[src/rtl/eau_pkg.sv]
`timescale 1ns/1ps
package eau_pkg;

    localparam int OPC_W = 5;

    localparam logic [OPC_W-1:0] OPC_LD   = 5'd1;
    localparam logic [OPC_W-1:0] OPC_LDR  = 5'd2;
    localparam logic [OPC_W-1:0] OPC_ST   = 5'd3;
    localparam logic [OPC_W-1:0] OPC_STR  = 5'd4;
    localparam logic [OPC_W-1:0] OPC_LA   = 5'd5;
    localparam logic [OPC_W-1:0] OPC_LAR  = 5'd6;

    typedef enum logic [1:0] {
        CMD_NONE  = 2'd0,
        CMD_READ  = 2'd1,
        CMD_WRITE = 2'd2
    } mem_cmd_e;

    typedef enum logic [1:0] {
        BASE_ZERO = 2'd0,
        BASE_REG  = 2'd1,
        BASE_PC   = 2'd2
    } base_sel_e;

    typedef enum logic [1:0] {
        ST_IDLE    = 2'd0,
        ST_REQ     = 2'd1,
        ST_WAIT    = 2'd2,
        ST_RESOLVE = 2'd3
    } eau_state_e;

    typedef struct packed {
        logic     known;
        mem_cmd_e cmd;
        logic     rel;
        logic     wb;
        logic     based;
    } dec_t;

endpackage

[src/rtl/eau_decode.sv]
`timescale 1ns/1ps
module eau_decode
    import eau_pkg::*;
#(
    parameter int XLEN   = 32,
    parameter int RIDX_W = 5,
    parameter int C1_W   = 22,
    parameter int C2_W   = 17
) (
    input  logic [XLEN-1:0]   word,
    output dec_t              dec,
    output logic [RIDX_W-1:0] ra,
    output logic [RIDX_W-1:0] rb,
    output logic [XLEN-1:0]   disp
);

    localparam int OP_LSB = XLEN - OPC_W;
    localparam int RA_LSB = OP_LSB - RIDX_W;

    logic [OPC_W-1:0] op;
    logic [XLEN-1:0]  c1_ext;
    logic [XLEN-1:0]  c2_ext;
    logic             rb_zero;

    assign op      = word[XLEN-1 -: OPC_W];
    assign ra      = word[OP_LSB-1 -: RIDX_W];
    assign rb      = word[RA_LSB-1 -: RIDX_W];
    assign rb_zero = (rb == '0);
    assign c1_ext  = {{(XLEN-C1_W){word[C1_W-1]}}, word[C1_W-1:0]};
    assign c2_ext  = {{(XLEN-C2_W){word[C2_W-1]}}, word[C2_W-1:0]};

    always_comb begin
        dec       = '0;
        dec.cmd   = CMD_NONE;
        unique case (op)
            OPC_LD, OPC_ST, OPC_LA: begin
                dec.known = 1'b1;
                dec.based = !rb_zero;
            end
            OPC_LDR, OPC_STR, OPC_LAR: begin
                dec.known = 1'b1;
                dec.rel   = 1'b1;
            end
            default: dec.known = 1'b0;
        endcase
        unique case (op)
            OPC_LD, OPC_LDR: dec.cmd = CMD_READ;
            OPC_ST, OPC_STR: dec.cmd = CMD_WRITE;
            OPC_LA, OPC_LAR: dec.wb  = 1'b1;
            default:         dec.cmd = CMD_NONE;
        endcase
        disp = dec.based ? c2_ext : c1_ext;
    end

endmodule

[src/rtl/eau_agen.sv]
`timescale 1ns/1ps
module eau_agen
    import eau_pkg::*;
#(
    parameter int XLEN = 32
) (
    input  base_sel_e       sel,
    input  logic [XLEN-1:0] reg_base,
    input  logic [XLEN-1:0] pc,
    input  logic [XLEN-1:0] disp,
    output logic [XLEN-1:0] addr
);

    logic [XLEN-1:0] base;

    always_comb begin
        unique case (sel)
            BASE_REG: base = reg_base;
            BASE_PC:  base = pc;
            default:  base = '0;
        endcase
    end

    assign addr = base + disp;

endmodule

[src/rtl/eau_top.sv]
`timescale 1ns/1ps
module eau_top
    import eau_pkg::*;
#(
    parameter int XLEN   = 32,
    parameter int RIDX_W = 5,
    parameter int C1_W   = 22,
    parameter int C2_W   = 17
) (
    input  logic              clk,
    input  logic              rst_n,
    input  logic              instr_valid,
    input  logic [XLEN-1:0]   instr_word,
    input  logic [XLEN-1:0]   pc_next,
    output logic              in_ready,
    output logic              reg_rd_en,
    output logic [RIDX_W-1:0] reg_rd_idx,
    input  logic [XLEN-1:0]   reg_rd_data,
    output logic              done,
    output logic              not_mine,
    output logic [1:0]        mem_cmd,
    output logic [XLEN-1:0]   eff_addr,
    output logic [RIDX_W-1:0] reg_idx,
    output logic              wb_en,
    output logic [XLEN-1:0]   wb_value
);

    eau_state_e        state_q, state_d;
    logic [XLEN-1:0]   word_q, pc_q;
    logic [XLEN-1:0]   dec_word, dec_pc;
    dec_t              dec;
    logic [RIDX_W-1:0] ra, rb;
    logic [XLEN-1:0]   disp, addr;
    base_sel_e         sel;
    logic              forming;

    logic              done_q, not_mine_q, wb_en_q;
    mem_cmd_e          cmd_q;
    logic [XLEN-1:0]   addr_q, wb_val_q;
    logic [RIDX_W-1:0] idx_q;

    assign dec_word = (state_q == ST_IDLE) ? instr_word : word_q;
    assign dec_pc   = (state_q == ST_IDLE) ? pc_next    : pc_q;

    eau_decode #(
        .XLEN(XLEN), .RIDX_W(RIDX_W), .C1_W(C1_W), .C2_W(C2_W)
    ) u_decode (
        .word(dec_word), .dec(dec), .ra(ra), .rb(rb), .disp(disp)
    );

    always_comb begin
        if (dec.rel)        sel = BASE_PC;
        else if (dec.based) sel = BASE_REG;
        else                sel = BASE_ZERO;
    end

    eau_agen #(.XLEN(XLEN)) u_agen (
        .sel(sel), .reg_base(reg_rd_data), .pc(dec_pc), .disp(disp), .addr(addr)
    );

    // next-state logic
    always_comb begin
        state_d = state_q;
        unique case (state_q)
            ST_IDLE:    if (instr_valid) state_d = dec.based ? ST_REQ : ST_RESOLVE;
            ST_REQ:     state_d = ST_WAIT;
            ST_WAIT:    state_d = ST_IDLE;
            ST_RESOLVE: state_d = ST_IDLE;
            default:    state_d = ST_IDLE;
        endcase
    end

    // state register
    always_ff @(posedge clk or negedge rst_n) begin
        if (!rst_n) begin
            state_q <= ST_IDLE;
            word_q  <= '0;
            pc_q    <= '0;
        end else begin
            state_q <= state_d;
            if (state_q == ST_IDLE && instr_valid) begin
                word_q <= instr_word;
                pc_q   <= pc_next;
            end
        end
    end

    assign forming = (state_q == ST_WAIT) || (state_q == ST_RESOLVE);

    // output registers
    always_ff @(posedge clk or negedge rst_n) begin
        if (!rst_n) begin
            done_q     <= 1'b0;
            not_mine_q <= 1'b0;
            wb_en_q    <= 1'b0;
            cmd_q      <= CMD_NONE;
            addr_q     <= '0;
            wb_val_q   <= '0;
            idx_q      <= '0;
        end else begin
            done_q <= forming;
            if (forming) begin
                not_mine_q <= !dec.known;
                wb_en_q    <= dec.known && dec.wb;
                cmd_q      <= dec.known ? dec.cmd : CMD_NONE;
                addr_q     <= dec.known ? addr : '0;
                wb_val_q   <= (dec.known && dec.wb) ? addr : '0;
                idx_q      <= dec.known ? ra : '0;
            end
        end
    end

    assign in_ready   = (state_q == ST_IDLE);
    assign reg_rd_en  = (state_q == ST_REQ);
    assign reg_rd_idx = (state_q == ST_REQ) ? rb : '0;
    assign done       = done_q;
    assign not_mine   = not_mine_q;
    assign wb_en      = wb_en_q;
    assign mem_cmd    = cmd_q;
    assign eff_addr   = addr_q;
    assign wb_value   = wb_val_q;
    assign reg_idx    = idx_q;

    AST_SINGLE_READ: assert property (@(posedge clk) disable iff (!rst_n)
        reg_rd_en |=> !reg_rd_en);
    AST_READ_HAS_BASE: assert property (@(posedge clk) disable iff (!rst_n)
        reg_rd_en |-> reg_rd_idx != '0);
    AST_BUSY_WHILE_READ: assert property (@(posedge clk) disable iff (!rst_n)
        reg_rd_en |-> !in_ready);
    AST_FOREIGN_QUIET: assert property (@(posedge clk) disable iff (!rst_n)
        (done && not_mine) |-> (mem_cmd == CMD_NONE && !wb_en));
    AST_WB_NO_MEM: assert property (@(posedge clk) disable iff (!rst_n)
        (done && wb_en) |-> mem_cmd == CMD_NONE);
    AST_DONE_PULSE: assert property (@(posedge clk) disable iff (!rst_n)
        done |=> !done);

endmodule

[config.mk]
export PLATFORM = sky130hd
export DESIGN_NAME = eau_top
export DESIGN_NICKNAME = d
export VERILOG_FILES = /design/src/rtl/eau_pkg.sv /design/src/rtl/eau_decode.sv /design/src/rtl/eau_agen.sv /design/src/rtl/eau_top.sv
export SDC_FILE = /design/constraint.sdc
export NUM_CORES = 1
export LEC_CHECK = 0
export BUFFER_PORTS_ARGS = -buffer_cell sky130_fd_sc_hd__clkbuf_2
export CORE_ASPECT_RATIO = 1.1
export CORE_MARGIN = 5
export CORE_UTILIZATION = 45
export CTS_CLUSTER_SIZE = 28
export DETAILED_ROUTE_END_ITERATION = 8
export PLACE_DENSITY = 0.77
export SLEW_MARGIN = 40
export SYNTH_ARGS = -nofsm -noshare
export SYNTH_HDL_FRONTEND = slang
export SYNTH_SLANG_ARGS = --single-unit
[constraint.sdc]
create_clock -name clk -period 4.9 [get_ports clk]
set_input_delay 0.98 -clock clk [delete_from_list [all_inputs] [get_ports clk]]
set_output_delay 0.98 -clock clk [all_outputs]
set_load 0.1 [all_outputs]
Word level (Yosys, flattened, before mapping) --
Index checks and enable logic that the tools add are counted.
Word-level totals: register bits 140, bits of input ports 99, output and inout port bits 81, word-level logic and storage cells 56
Cells by class: add/sub/neg operators 1, eq/ne operators 12, mux-type cells 19, reduce and logical (&&, ||, !) cells 14
Operator list (count):
- 2-to-1 mux 32 bit | 5
- one-hot mux 32 bit (2 select lines) | 1
- adder 32 bit | 1
- equality test 5 x 3 -> 1 bit, second input constant | 3
- equality test 5 x 2 -> 1 bit, second input constant | 2
- 2-to-1 mux 5 bit | 2
- 2-to-1 mux 2 bit | 4
- OR reduction 2 bit | 4
- equality test 2 bit, second input constant | 3
- one-hot mux 2 bit (3 select lines) | 1
- OR reduction 3 bit | 2
- OR reduction 6 bit | 1
- equality test 5 x 1 -> 1 bit, second input constant | 1
- zero test 5 bit | 1
- 2-to-1 mux 1 bit | 5
- equality test 2 x 1 -> 1 bit, second input constant | 2
- one-hot mux 2 bit (2 select lines) | 1
- logical AND 1 bit | 2
- zero test 1 bit | 2
- zero test 2 bit | 1
- inequality test 2 bit, second input constant | 1
- logical OR 1 bit | 1

Depth between registers and ports, before layout --
depth in word-level cells 11, mapped depth 19

Hierarchy --
From an unflattened synthesis, not the netlist that was laid out.
Unflattened totals: cells, all modules 933, area total of the unflattened synthesis 8914.8 µm²
By module, submodules not included:
- eau_top | times used 1, cells an instance 538, area each 6281.0 µm², seq. area each 3503.4 µm²
- eau_agen | times used 1, cells an instance 332, area each 2192.1 µm², seq. area each 0.0 µm²
- eau_decode | times used 1, cells an instance 63, area each 441.7 µm², seq. area each 0.0 µm²

Worst setup path after synthesis --
No wires, ideal clock.
path type input to register, start input instr_word[18], end register addr_q[28], in the netlist eff_addr[28], library setup time 0.132 ns, data arrival time 4.342 ns, data required time 4.768 ns, setup slack 0.427 ns, cell stages on the path 15, buffers on the path 2, path through or4_1 -> o2111ai_1 -> a21oi_4 -> buf_6 -> buf_2 -> a21oi_1 -> ha_1 -> a21o_1 -> a21oi_1 -> o21ai_0 -> a211o_1 -> a211o_1 -> nand2_1 -> xor2_1 -> o2bb2ai_1
On the way: cells in the longest elaborated chain, start to end 10, elaborated cells between the ends (all ways) 12, classes of those cells 1 x add/sub; 2 x eq/ne; 7 x mux; 2 x reduce/logical
Ends and longest elaborated chain:
- from (decl) | RTL line eau_top.sv:13 | input logic [XLEN-1:0] instr_word,
- 2-to-1 mux 32 bit * | RTL line eau_top.sv:42 | assign dec_word = (state_q == ST_IDLE) ? instr_word : word_q;
- zero test 5 bit | RTL line eau_decode.sv:28 | assign rb_zero = (rb == '0);
- zero test 1 bit | RTL line eau_decode.sv:38 | dec.based = !rb_zero;
- 2-to-1 mux 1 bit | RTL line eau_decode.sv:35 | unique case (op)
- 2-to-1 mux 1 bit | RTL line eau_top.sv:53 | else if (dec.based) sel = BASE_REG;
- 2-to-1 mux 2 bit | RTL line eau_top.sv:52 | if (dec.rel) sel = BASE_PC;
- equality test 2 bit / equality test 2 x 1 -> 1 bit (equally long branches) | RTL line eau_agen.sv:17 | unique case (sel)
- one-hot mux 32 bit (2 select lines) | RTL line eau_agen.sv:17
- adder 32 bit * | RTL line eau_agen.sv:24 | assign addr = base + disp;
- 2-to-1 mux 32 bit * | RTL line eau_top.sv:106 | addr_q <= dec.known ? addr : '0;
- to (signal assigned) | RTL line eau_top.sv:106
- to (decl) | RTL line eau_top.sv:39 | logic [XLEN-1:0] addr_q, wb_val_q;
Every way passes the cells marked *; elsewhere a longest branch is shown, timed or not. A chain may end at the register's enable or synchronous reset.

Worst setup path after layout --
start input instr_word[18], end register wb_val_q[22], in the netlist wb_value[22]
On the way: cells in the longest elaborated chain, start to end 10, elaborated cells between the ends (all ways) 12, classes of those cells 1 x add/sub; 2 x eq/ne; 7 x mux; 2 x reduce/logical
Ends and longest elaborated chain:
- 2-to-1 mux 32 bit * | RTL line eau_top.sv:42
- zero test 5 bit | RTL line eau_decode.sv:28
- zero test 1 bit | RTL line eau_decode.sv:38
- 2-to-1 mux 1 bit | RTL line eau_decode.sv:35
- 2-to-1 mux 1 bit | RTL line eau_top.sv:53
- 2-to-1 mux 2 bit | RTL line eau_top.sv:52
- equality test 2 bit / equality test 2 x 1 -> 1 bit (equally long branches) | RTL line eau_agen.sv:17
- one-hot mux 32 bit (2 select lines) | RTL line eau_agen.sv:17
- adder 32 bit * | RTL line eau_agen.sv:24
- 2-to-1 mux 32 bit * | RTL line eau_top.sv:107 | wb_val_q <= (dec.known && dec.wb) ? addr : '0;
- to (signal assigned) | RTL line eau_top.sv:107
- to (decl) | RTL line eau_top.sv:39
Marks and branches as above.

==> qor.yml <==
route:
  wl_um: 22300
  drc: 0
  ant_nets: 0
  post_drt_wl_per_cell_um: 19.0
  vias_per_cell: 5.63
  drt_iter0_markers: 381
  first_pass_iters: 5
  vias: 6602
timing:
  rsz0062_at_grt: "false"
  period_needed_ns: 4.36
  tightest_slew_ns: 0.746
  finalHoldViolCount: 0
  relSlewSlack_pct: 50.3
  finalCritPeriodShare_pct: 89.0
  setup_tns_ns: 0
  drv_slew: 0
  setup_viol: 0
  fmax_mhz: 229
  finalClockSkew_ns: 0.0129
clock_tree:
  root_buffer: "clkbuf_16"
  numCtsBuffers: 17
  clkSlewWorstSetupHoldPaths_ns: 0.06
  cts_setup_buffers: 0
  cts_sinks: 140
  cts-htree-levels: 4
  ctsResizeCount: 0
  cts_tree: "yes"
  clockBufferDepth: 2
  ctsHoldBuffers: 0
  worstSkewPairLatency_ns: 0.42
flow_run:
  drv_cap: 0
critical_path:
  crit_fanout: 18
  path_class: "input pin to register"
  end_kind: "register"
  crit_required_ns: 5.19
  arrival_ns: 4.65
  startpoint_type: "input pin"
logic_synthesis:
  syn_inst: 748
  syn-num-nets: 879
  ys_async_sr_fraction_pct: 100
  synth-edff-count: 0
  synth_flop_cell: "dfrtp_1"
  yosysSeqAreaShare_pct: 43.1
  netlist.area_leader.share_pct: 43.1
  syn-cell-area_um2: 8130
  ys_types: 67
  ys_ff_latch: 140
  synth.avg_cell_area_um2: 10.9
  synth_top_area_cell: "dfrtp_1"
  yosys-top-cells-area: "dfrtp_1 (43%), mux2_2 (11%), o2bb2ai_1 (6.0%), ha_1 (4.8%), mux2i_1 (4.4%)"
  ys_warn_count: 0
worst_hold_path:
  hold_class: "input pin to asynchronous set/reset pin"
layout:
  area_delta_synth_final_pct: 23.4
  drive_gt1_share_pct: 36.8
  layout.nets: 1050
  layout_common_cells: "clkbuf_2 (178), dfrtp_1 (140), mux2_2 (81)"
  final_common_cell: "clkbuf_2"
die:
  coreArea_um2: 17700
  io_pins: 180
  die_area_um2: 20900
  die_x_um: 138
  rows: 51
  floorplan.initialDensity_pct: 45.8
  die_y_um: 151
placement:
  hpwl_um: 16300
  gp_congestion: 0.921
  port_buffers: 179
grt:
  grt_pass1_vias: 6713
  grt_max_degree: 111
  grt_first_pass_wirelength_um: 36400
  grt_usage_pct: 21.8
  overflow: 0
  grt_antenna_before_repair: 3
status:
  status: "completed"
layer usage:
metal	track usage, %	vias up	part of all wire, %	routed length (um)
met5	0	-	0.090	20
met3	5.46	32	6.7	1490
met4	7.56	2	1.9	412
li1	-	3140	-	-
met2	34.8	225	47	10500
met1	29.2	3203	44	9880
worst paths after layout:
check	slack (ns)	cells after the start	from	endpoint
worst max-delay path	0.54	16	instr_word[18]	wb_value[22]
worst min-delay path	0.47	1	rst_n	pc_q[7]
worst max register to register	0.63	16	state_q[1]	wb_value[24]
worst min register to register	0.48	1	wb_value[10]	wb_value[10]
max in group asynchronous	3.33	3	rst_n	wb_value[22]
min in group clk	0.48	1	wb_value[10]	wb_value[10]
cells by family (layout without fill, tap and decap cells):
kind of cell	after synthesis	count (layout)	synth area share, %
AO/OA/AOI/OAI	214	214	19.7
XOR/XNOR	31	31	3.34
adder cells (fa/ha/maj)	32	32	5.02
buffers and inverters	62	246	3.28
flip-flops	140	140	43.1
multiplexers	121	121	16.8
other	0	2	0
AND/OR/NAND/NOR	148	148	8.79
critical path, cell delays in order:
cell and delay (ns):
clkbuf_2 0.10, or4_1 0.52, o2111ai_1 0.32, a21oi_4 0.13, buf_4 0.23, nand2_1 0.08, o21ai_0 0.08, ha_1 0.40
a21o_1 0.21, a21o_1 0.17, a21o_1 0.20, a21o_1 0.19, a2111oi_0 0.49, a21oi_1 0.16, xnor2_1 0.29, o2bb2ai_1 0.09
Yosys cell counts (3+ instances only):
cell type / number
xor2_1: 16
inv_1: 11
nand2_1: 62
mux2_2: 81
buf_2: 21
dfrtp_1: 140
nand4_1: 7
mux2i_1: 36
a31oi_1: 8
a21o_1: 22
o2bb2ai_1: 56
mux4_2: 4
nand2b_1: 3
clkbuf_1: 27
ha_1: 31
and2_1: 8
nor3_1: 8
a22o_1: 9
and3_1: 11
o21ai_0: 42
nor2b_1: 3
o21a_1: 5
o21bai_1: 6
xnor2_1: 15
a32oi_1: 4
a21oi_1: 30
nor2_1: 21
nand3_1: 14
through the flow:
step                hold slack [ns]  util, %  std cells  setup slack, ns  instance area [um2]
finish                        0.468     56.6       1172            0.538                10000
global route                  0.498     56.6       1172            0.321                10000
CTS                           0.489     56.4       1169            0.570                10000
detailed placement            0.473     52.4       1137            0.185                 9300
global placement              0.471     52.4       1137            0.107                 9290
floorplan                     0.462        -        748            0.427                 8130
final cells by class:
cell class                      instances  area (um2)
Fill cell                            1562        7710
Inverter                               12        45.0
Clock buffer                           22         494
Sequential cell                       140        3500
Timing Repair Buffer                  202        1110
Multi-Input combinational cell        546        4370
Tap cell                              238         298
Clock inverter                         10         208
Antenna cell                            2        5.00
state kept, by name (all words and copies together) (netlist names):
signal,flops
done,1
eff_addr,32
mem_cmd,2
not_mine,1
pc_q,32
reg_idx,5
state_q,2
wb_en,1
wb_value,32
word_q,32
Power is left out: the tool's default activity adds up to more than one toggle a clock period on the data nets, which glitch-free logic cannot reach.
